**config.mk**
```make
export PLATFORM = sky130hd
export DESIGN_NAME = boot_banner_tx
export DESIGN_NICKNAME = d
export VERILOG_FILES = /design/src/rtl/banner_pkg.sv /design/src/rtl/banner_por.sv /design/src/rtl/banner_rom.sv /design/src/rtl/banner_seq.sv /design/src/rtl/boot_banner_tx.sv
export SDC_FILE = /design/constraint.sdc
export NUM_CORES = 1
export LEC_CHECK = 0
export CORE_ASPECT_RATIO = 1.25
export CORE_MARGIN = 2
export CORE_UTILIZATION = 35
export CTS_CLUSTER_DIAMETER = 50
export DETAILED_ROUTE_END_ITERATION = 16
export PLACE_DENSITY_LB_ADDON = 0.05
export SLEW_MARGIN = 0
export SYNTH_ARGS = -nofsm -noshare
export SYNTH_HDL_FRONTEND = slang
export SYNTH_SLANG_ARGS = --single-unit
```
**constraint.sdc**
```tcl
create_clock -name clk -period 1.2 [get_ports clk]
set_input_delay 0.18 -clock clk [delete_from_list [all_inputs] [get_ports clk]]
set_output_delay 0.18 -clock clk [all_outputs]
set_load 0.02 [all_outputs]
```
**src/rtl/banner_pkg.sv**
```systemverilog
package banner_pkg;
  localparam int unsigned CHAR_W = 8;

  // Message character at position i: cycles through 'A'..'Z'.
  function automatic logic [CHAR_W-1:0] banner_byte(int unsigned i);
    return CHAR_W'(32'd65 + (i % 32'd26));
  endfunction
endpackage

```
**src/rtl/banner_por.sv**
```systemverilog
// Power-on reset generator: a counter that saturates, plus a delayed copy of
// the reset whose falling edge gives a one-cycle start pulse.
module banner_por #(
  parameter int unsigned HOLD = 16
) (
  input  logic clk,
  output logic por_act,
  output logic start_p
);
  localparam int unsigned CW = (HOLD > 2) ? $clog2(HOLD) : 1;
  localparam logic [CW-1:0] TOP = CW'(HOLD - 1);

  logic [CW-1:0] cnt   = '0;
  logic          rst_q = 1'b1;
  logic          rst_d = 1'b1;

  always_ff @(posedge clk) begin
    if (cnt != TOP) cnt <= cnt + 1'b1;
    rst_q <= (cnt != TOP);
    rst_d <= rst_q;
  end

  assign por_act = rst_q;
  assign start_p = !rst_q && rst_d;
endmodule

```
**src/rtl/banner_rom.sv**
```systemverilog
// Constant message table, built at elaboration from the package function.
module banner_rom #(
  parameter int unsigned N  = 16,
  parameter int unsigned IW = 4
) (
  input  logic [IW-1:0]                   addr,
  output logic [banner_pkg::CHAR_W-1:0]   data
);
  logic [banner_pkg::CHAR_W-1:0] tbl [N];

  for (genvar g = 0; g < N; g++) begin : g_tbl
    assign tbl[g] = banner_pkg::banner_byte(g);
  end

  assign data = tbl[addr];
endmodule

```
**src/rtl/banner_seq.sv**
```systemverilog
// Character index and write pacing. A strobe is offered only when sending is
// enabled, the FIFO has room and no strobe was issued in the previous cycle.
module banner_seq #(
  parameter int unsigned N  = 16,
  parameter int unsigned IW = 4
) (
  input  logic          clk,
  input  logic          start_p,
  input  logic          send_en,
  input  logic          fifo_full,
  output logic [IW-1:0] idx,
  output logic          wr_valid,
  output logic          done
);
  localparam logic [IW-1:0] LAST = IW'(N - 1);

  logic sending = 1'b0;
  logic gap     = 1'b0;
  logic [IW-1:0] idx_q = '0;
  logic done_q  = 1'b0;

  assign wr_valid = sending && send_en && !fifo_full && !gap;

  always_ff @(posedge clk) begin
    gap <= wr_valid;
    if (start_p) begin
      idx_q   <= '0;
      sending <= 1'b1;
      done_q  <= 1'b0;
    end else if (wr_valid) begin
      if (idx_q == LAST) begin
        sending <= 1'b0;
        done_q  <= 1'b1;
      end else begin
        idx_q <= idx_q + 1'b1;
      end
    end
  end

  assign idx  = idx_q;
  assign done = done_q;
endmodule

```
**src/rtl/boot_banner_tx.sv**
```systemverilog
module boot_banner_tx #(
  parameter int unsigned MSG_LEN    = 16,
  parameter int unsigned POR_CYCLES = 16
) (
  input  logic       clk,
  input  logic       send_en,
  input  logic       fifo_full,
  output logic       wr_valid,
  output logic [7:0] wr_data,
  output logic       done
);
  localparam int unsigned IW = (MSG_LEN > 1) ? $clog2(MSG_LEN) : 1;

  logic          por_act;
  logic          start_p;
  logic [IW-1:0] idx;

  banner_por #(.HOLD(POR_CYCLES)) u_por (
    .clk     (clk),
    .por_act (por_act),
    .start_p (start_p)
  );

  banner_seq #(.N(MSG_LEN), .IW(IW)) u_seq (
    .clk       (clk),
    .start_p   (start_p),
    .send_en   (send_en),
    .fifo_full (fifo_full),
    .idx       (idx),
    .wr_valid  (wr_valid),
    .done      (done)
  );

  banner_rom #(.N(MSG_LEN), .IW(IW)) u_rom (
    .addr (idx),
    .data (wr_data)
  );
endmodule

```
[After elaboration in Yosys (flattened, before gate mapping)]
Memory sizes are Yosys's and may differ from the RTL's.
Cells that the tools add are included.
Word-level totals
  register bits after elaboration: 13
  ROM bits: 128
  bits of input ports: 3
  output and inout port bits: 10
  word-level logic and storage cells: 26
  memories: 1
Cells by class
  add/sub/neg operators: 2
  magnitude comparators: 1
  eq/ne operators: 2
  multiplexer cells: 2
  bitwise logic cells: 2
  reductions and logical operators: 9
Memories
  (name not given): depth 16, width 8, read ports 1, clocked after Yosys merged registers in 0, wr ports 0, RTL line banner_rom.sv:15  | assign data = tbl[addr];
Operators with widths (number)
  $mux 8: 2
  $add 4x1->4 const B: 2
  $ge 5x5->1 const B: 1
  $not 4->5: 1
  $eq 4x4->1 const B: 1
  $logic_and 1x1->1: 4
  $ne 4x4->1 const B: 1
  $reduce_and 2->1: 2
  $logic_not 1->1: 3
  $not 1->1: 1

[Logic depth before layout (Yosys ltp)]
  depth in word-level cells: 4
  mapped depth: 4

[Modules after synthesis]
Synthesis repeated with hierarchy kept, for this count alone.
Second synthesis, totals
  cells, all modules: 56
  area, all modules: 598.1 um2
By module, submodules not included
  banner_seq: times used 1, cells an instance 29, area each 292.8 um2, sequential area each 140.1 um2
  banner_por: times used 1, cells an instance 13, area each 215.2 um2, sequential area each 160.2 um2
  banner_rom: times used 1, cells an instance 14, area each 90.1 um2, sequential area each 0.0 um2

[Least setup slack after synthesis]
OpenSTA, ideal clock, no wires.
  path type: register to output
  from: reg u_seq.idx_q[0] (netlist: u_seq.idx[0])
  to: out wr_data[3]
  data arrival time: 1.147 ns
  required time: 1.020 ns
  slack: -0.127 ns
  cell stages (with the launch flop): 5
  path buffers: 0
  path through: dfxtp_1 -> ha_1 -> ha_1 -> nor2_1 -> a31oi_1
On the way
  word-level cells in the longest chain between the ends: 4
RTL lines
  from (decl): RTL line banner_seq.sv:19  | logic [IW-1:0] idx_q = '0;
  from (signal assigned): RTL line banner_seq.sv:35  | idx_q <= idx_q + 1'b1;
  $not 4->5 (implied by the code): RTL line banner_rom.sv:15
  $mem_v2 16x8
  $mux 8 (implied by the code) (2 in a row): RTL line banner_rom.sv:15
  to (decl): RTL line boot_banner_tx.sv:9  | output logic [7:0] wr_data,
No other way between the ends. The select of a mux whose other input is x is not followed.

[Worst setup path in the final report]
  from: reg u_seq.idx_q[1] (netlist: u_seq.idx[1])
  to: out wr_data[3]
The elaborated chain is that of the path after synthesis.

==> flow_metrics.tcl <==
set metrics [dict create \
    run_status "finished with violations" \
    failed_checks "setup timing" \
    period_share_pct 119.8 \
    synth_edf_count 4 \
    hold_class "register to register" \
    grt_setup_unrepaired "yes" \
    synth.mux.area_fraction_pct 1.688 \
    synth.area.top_cells "dfxtp_1 (30%), edfxtp_1 (20%), ha_1 (8.4%), nand3_1 (5.1%), nand4bb_4 (4.6%)" \
    synth-compound-area-share_pct 9.916 \
    p_per_area_nw_per_um2 1379 \
    post-synth-top-count-cell "dfxtp_1" \
    cts_tree "done" \
    power_mw 1.251 \
    start_util_pct 37.50 \
    dp_hpwl_um 847.8 \
    clock_skew_ns 0.006302 \
    fin_setup_tns_ns -0.7936 \
    dp_cells 90 \
    cp.arrival_ns 1.26 \
    synth_simple_gate_area_share_pct 18.14 \
    fin_cells 95 \
    setup_viol 7 \
    drc 0 \
    synth.cell_area_um2 593.1 \
    yosys.area_share.adder_pct 8.439 \
    postPlaceCellArea_um2 768.2 \
    holdBufCountCts 0 \
    endpoint_kind "output pin" \
    fmax_ghz 0.6956 \
    cpPeakStageDelay_ns 0.34 \
    ant_nets 0 \
    cp_common_cell "buf_4" \
    yosysTopAreaCellShare_pct 30.38 \
    synthFlopType "dfxtp_1" \
    syn_area_per_cell_um2 10.59 \
    synth_commonest_cells "dfxtp_1 (9), nand3_1 (6)" \
    path_buf_inv 2 \
    clockRootBuffer "clkbuf_4" \
    dr_total_vias 462 \
    p_leak_nw 0.3718 \
    hold_viol_final 0 \
    ys_seq_elements 13 \
    drv_cap 0 \
    core_area_um2 1582 \
    clock_latency_ns 0.29 \
    setup.worst_path.start_class "register" \
    gp_congestion 0.7124 \
    dieArea_um2 2042 \
    crit_slowest_cell "dfxtp_2" \
    path_clk_slew_ns 0.08 \
    drt-total-wl_um 1180 \
    ys_types 24 \
    via_per_inst 4.863 \
    die_h_um 50.03 \
    drt_iter0_drc 7 \
    critical_path_required_ns 1.02 \
    fin_crit_ns 1.438 \
    grt_usage_pct 15.36 \
    setup_slack_ns -0.2376 \
    drv_slew 0 \
    insertedDiodeCount 0 \
    yosys.area_share.xor_xnor_pct 2.954 \
    cp_top_family "flip-flops" \
    fin_area_um2 907.1 \
    cts_made_buffers 3 \
    nets 85 \
    synth_top_family_by_area "simple AND/OR/NAND/NOR gates" \
    grt_pass1_vias 462 \
    path_cells "buf_4 -> ha_4 -> a31oi_2 -> buf_4" \
    grt_max_degree 8 \
    vdd_ir_drop_max_v 0.0009317 \
    worstPathMaxFanout 3 \
    cts_max_level 1 \
    synth_top_area_cell "dfxtp_1" \
    drt-wirelength-per-cell_um 12.42 \
    postSynth.asyncResetShare_pct 0 \
    synth-seq-area-share_pct 50.63 \
    die_w_um 40.82 \
    yosys_warnings 0 \
    dr.pass1.iters 4 \
    grt_antenna_before_repair 0 \
    portBuffers 9 \
    grt_pass1_wl_um 2076 \
    overflow 0 \
    crit_type "register to output pin" \
    clock_path_buffers 2 \
    rows 16 \
    ioPinCount 13 \
    cts_sinks 13 \
    area_delta_synth_final_pct 52.95 \
    layout-drive-gt1-share_pct 54.55 \
    netlist_instances 56 \
]
[worst register-to-register path: cells and delay by family (launching register included)]
family | cells | cell delay, ns
adders and majority gates | 1 | 0.16
buffers and inverters | 1 | 0.13
AOI/OAI and AO/OA | 2 | 0.34
and+or+nand+nor | 1 | 0.16
DFF | 1 | 0.34
[power by group]
part	total, mW	switching, mW	internal, mW
registers	0.510	0.0263	0.484
logic	0.461	0.213	0.248
clock network	0.280	0.150	0.129
total	1.25	0.389	0.862
[placed cells by master, fill, tap and decap left out, types with 2 or more instances in the layout]
cell,n
nor2_1,2
dfxtp_2,4
a21oi_2,2
inv_2,2
nand3_1,4
o21ai_0,2
buf_4,11
ha_4,3
inv_1,2
edfxtp_1,4
clkbuf_4,3
dlygate4sd2_1,3
dfxtp_1,5
o21ai_2,2
nand3_2,2
conb_1,3
buf_6,6
[flip-flops by register name, summed over array words and instances (netlist names)]
signal and flops:
u_por.cnt 4, u_por.rst_d 1, u_seq.done 1, u_seq.idx 4
u_por.por_act 1, u_seq.gap 1, u_seq.sending 1
[worst paths after layout]
kind,slack [ns],to,startpoint,depth (start not counted)
setup / recovery,-0.24,wr_data[3],u_seq.idx[1]$_SDFFE_PP0P_,4
hold reg to reg,0.36,u_por.rst_d$_DFF_P_,u_por.por_act$_DFF_P_,0
setup reg to reg,-0.07,u_seq.idx[3]$_SDFFE_PP0P_,u_seq.idx[1]$_SDFFE_PP0P_,5
hold / removal,0.36,u_por.rst_d$_DFF_P_,u_por.por_act$_DFF_P_,0
[timing repair]
| action | in CTS | in global routing |
|---|---|---|
| endpoints found under the setup margin | 12 | 15 |
| buffers inserted | 1 | 0 |
| pin swaps | 7 | 3 |
| resized for setup | 59 | 4 |
[cell type report]
| cell class | count | area, µm² |
|---|---|---|
| Timing Repair Buffer | 20 | 176.4 |
| Multi-Input combinational cell | 36 | 361.6 |
| Fill cell | 144 | 674.4 |
| Sequential cell | 13 | 305.3 |
| Tap cell | 18 | 22.52 |
| Clock buffer | 4 | 26.28 |
| Inverter | 4 | 15.01 |
[logic make-up (layout without fill, tap and decap cells)]
family,Yosys count,count (layout)
and+or+nand+nor,16,16
DFF,13,13
AOI/OAI and AO/OA,10,10
buffers and inverters,8,28
adders and majority gates,4,4
other,2,3
xor gates and xnor gates,2,2
muxes,1,1
[metal layers]
metal / track usage, % / part of all wire (%)
met1: 19.94 / 43
met2: 21.35 / 49
met3: 4.054 / 4.4
met4: 10.00 / 2.8
met5: 0 / 0
[per-stage QoR]
stage          utilization, %  hold slack [ns]  setup slack, ns
2_1_floorplan               -           0.3436         0.001015
3_3_place_gp            48.58           0.3580          -0.4698
3_5_place_dp            48.58           0.3673          -0.4955
4_1_cts                 56.49           0.3638          -0.2377
5_1_grt                 57.36           0.3744          -0.2996
6_report                57.36           0.3589          -0.2376
(Power assumes the default switching activity.)
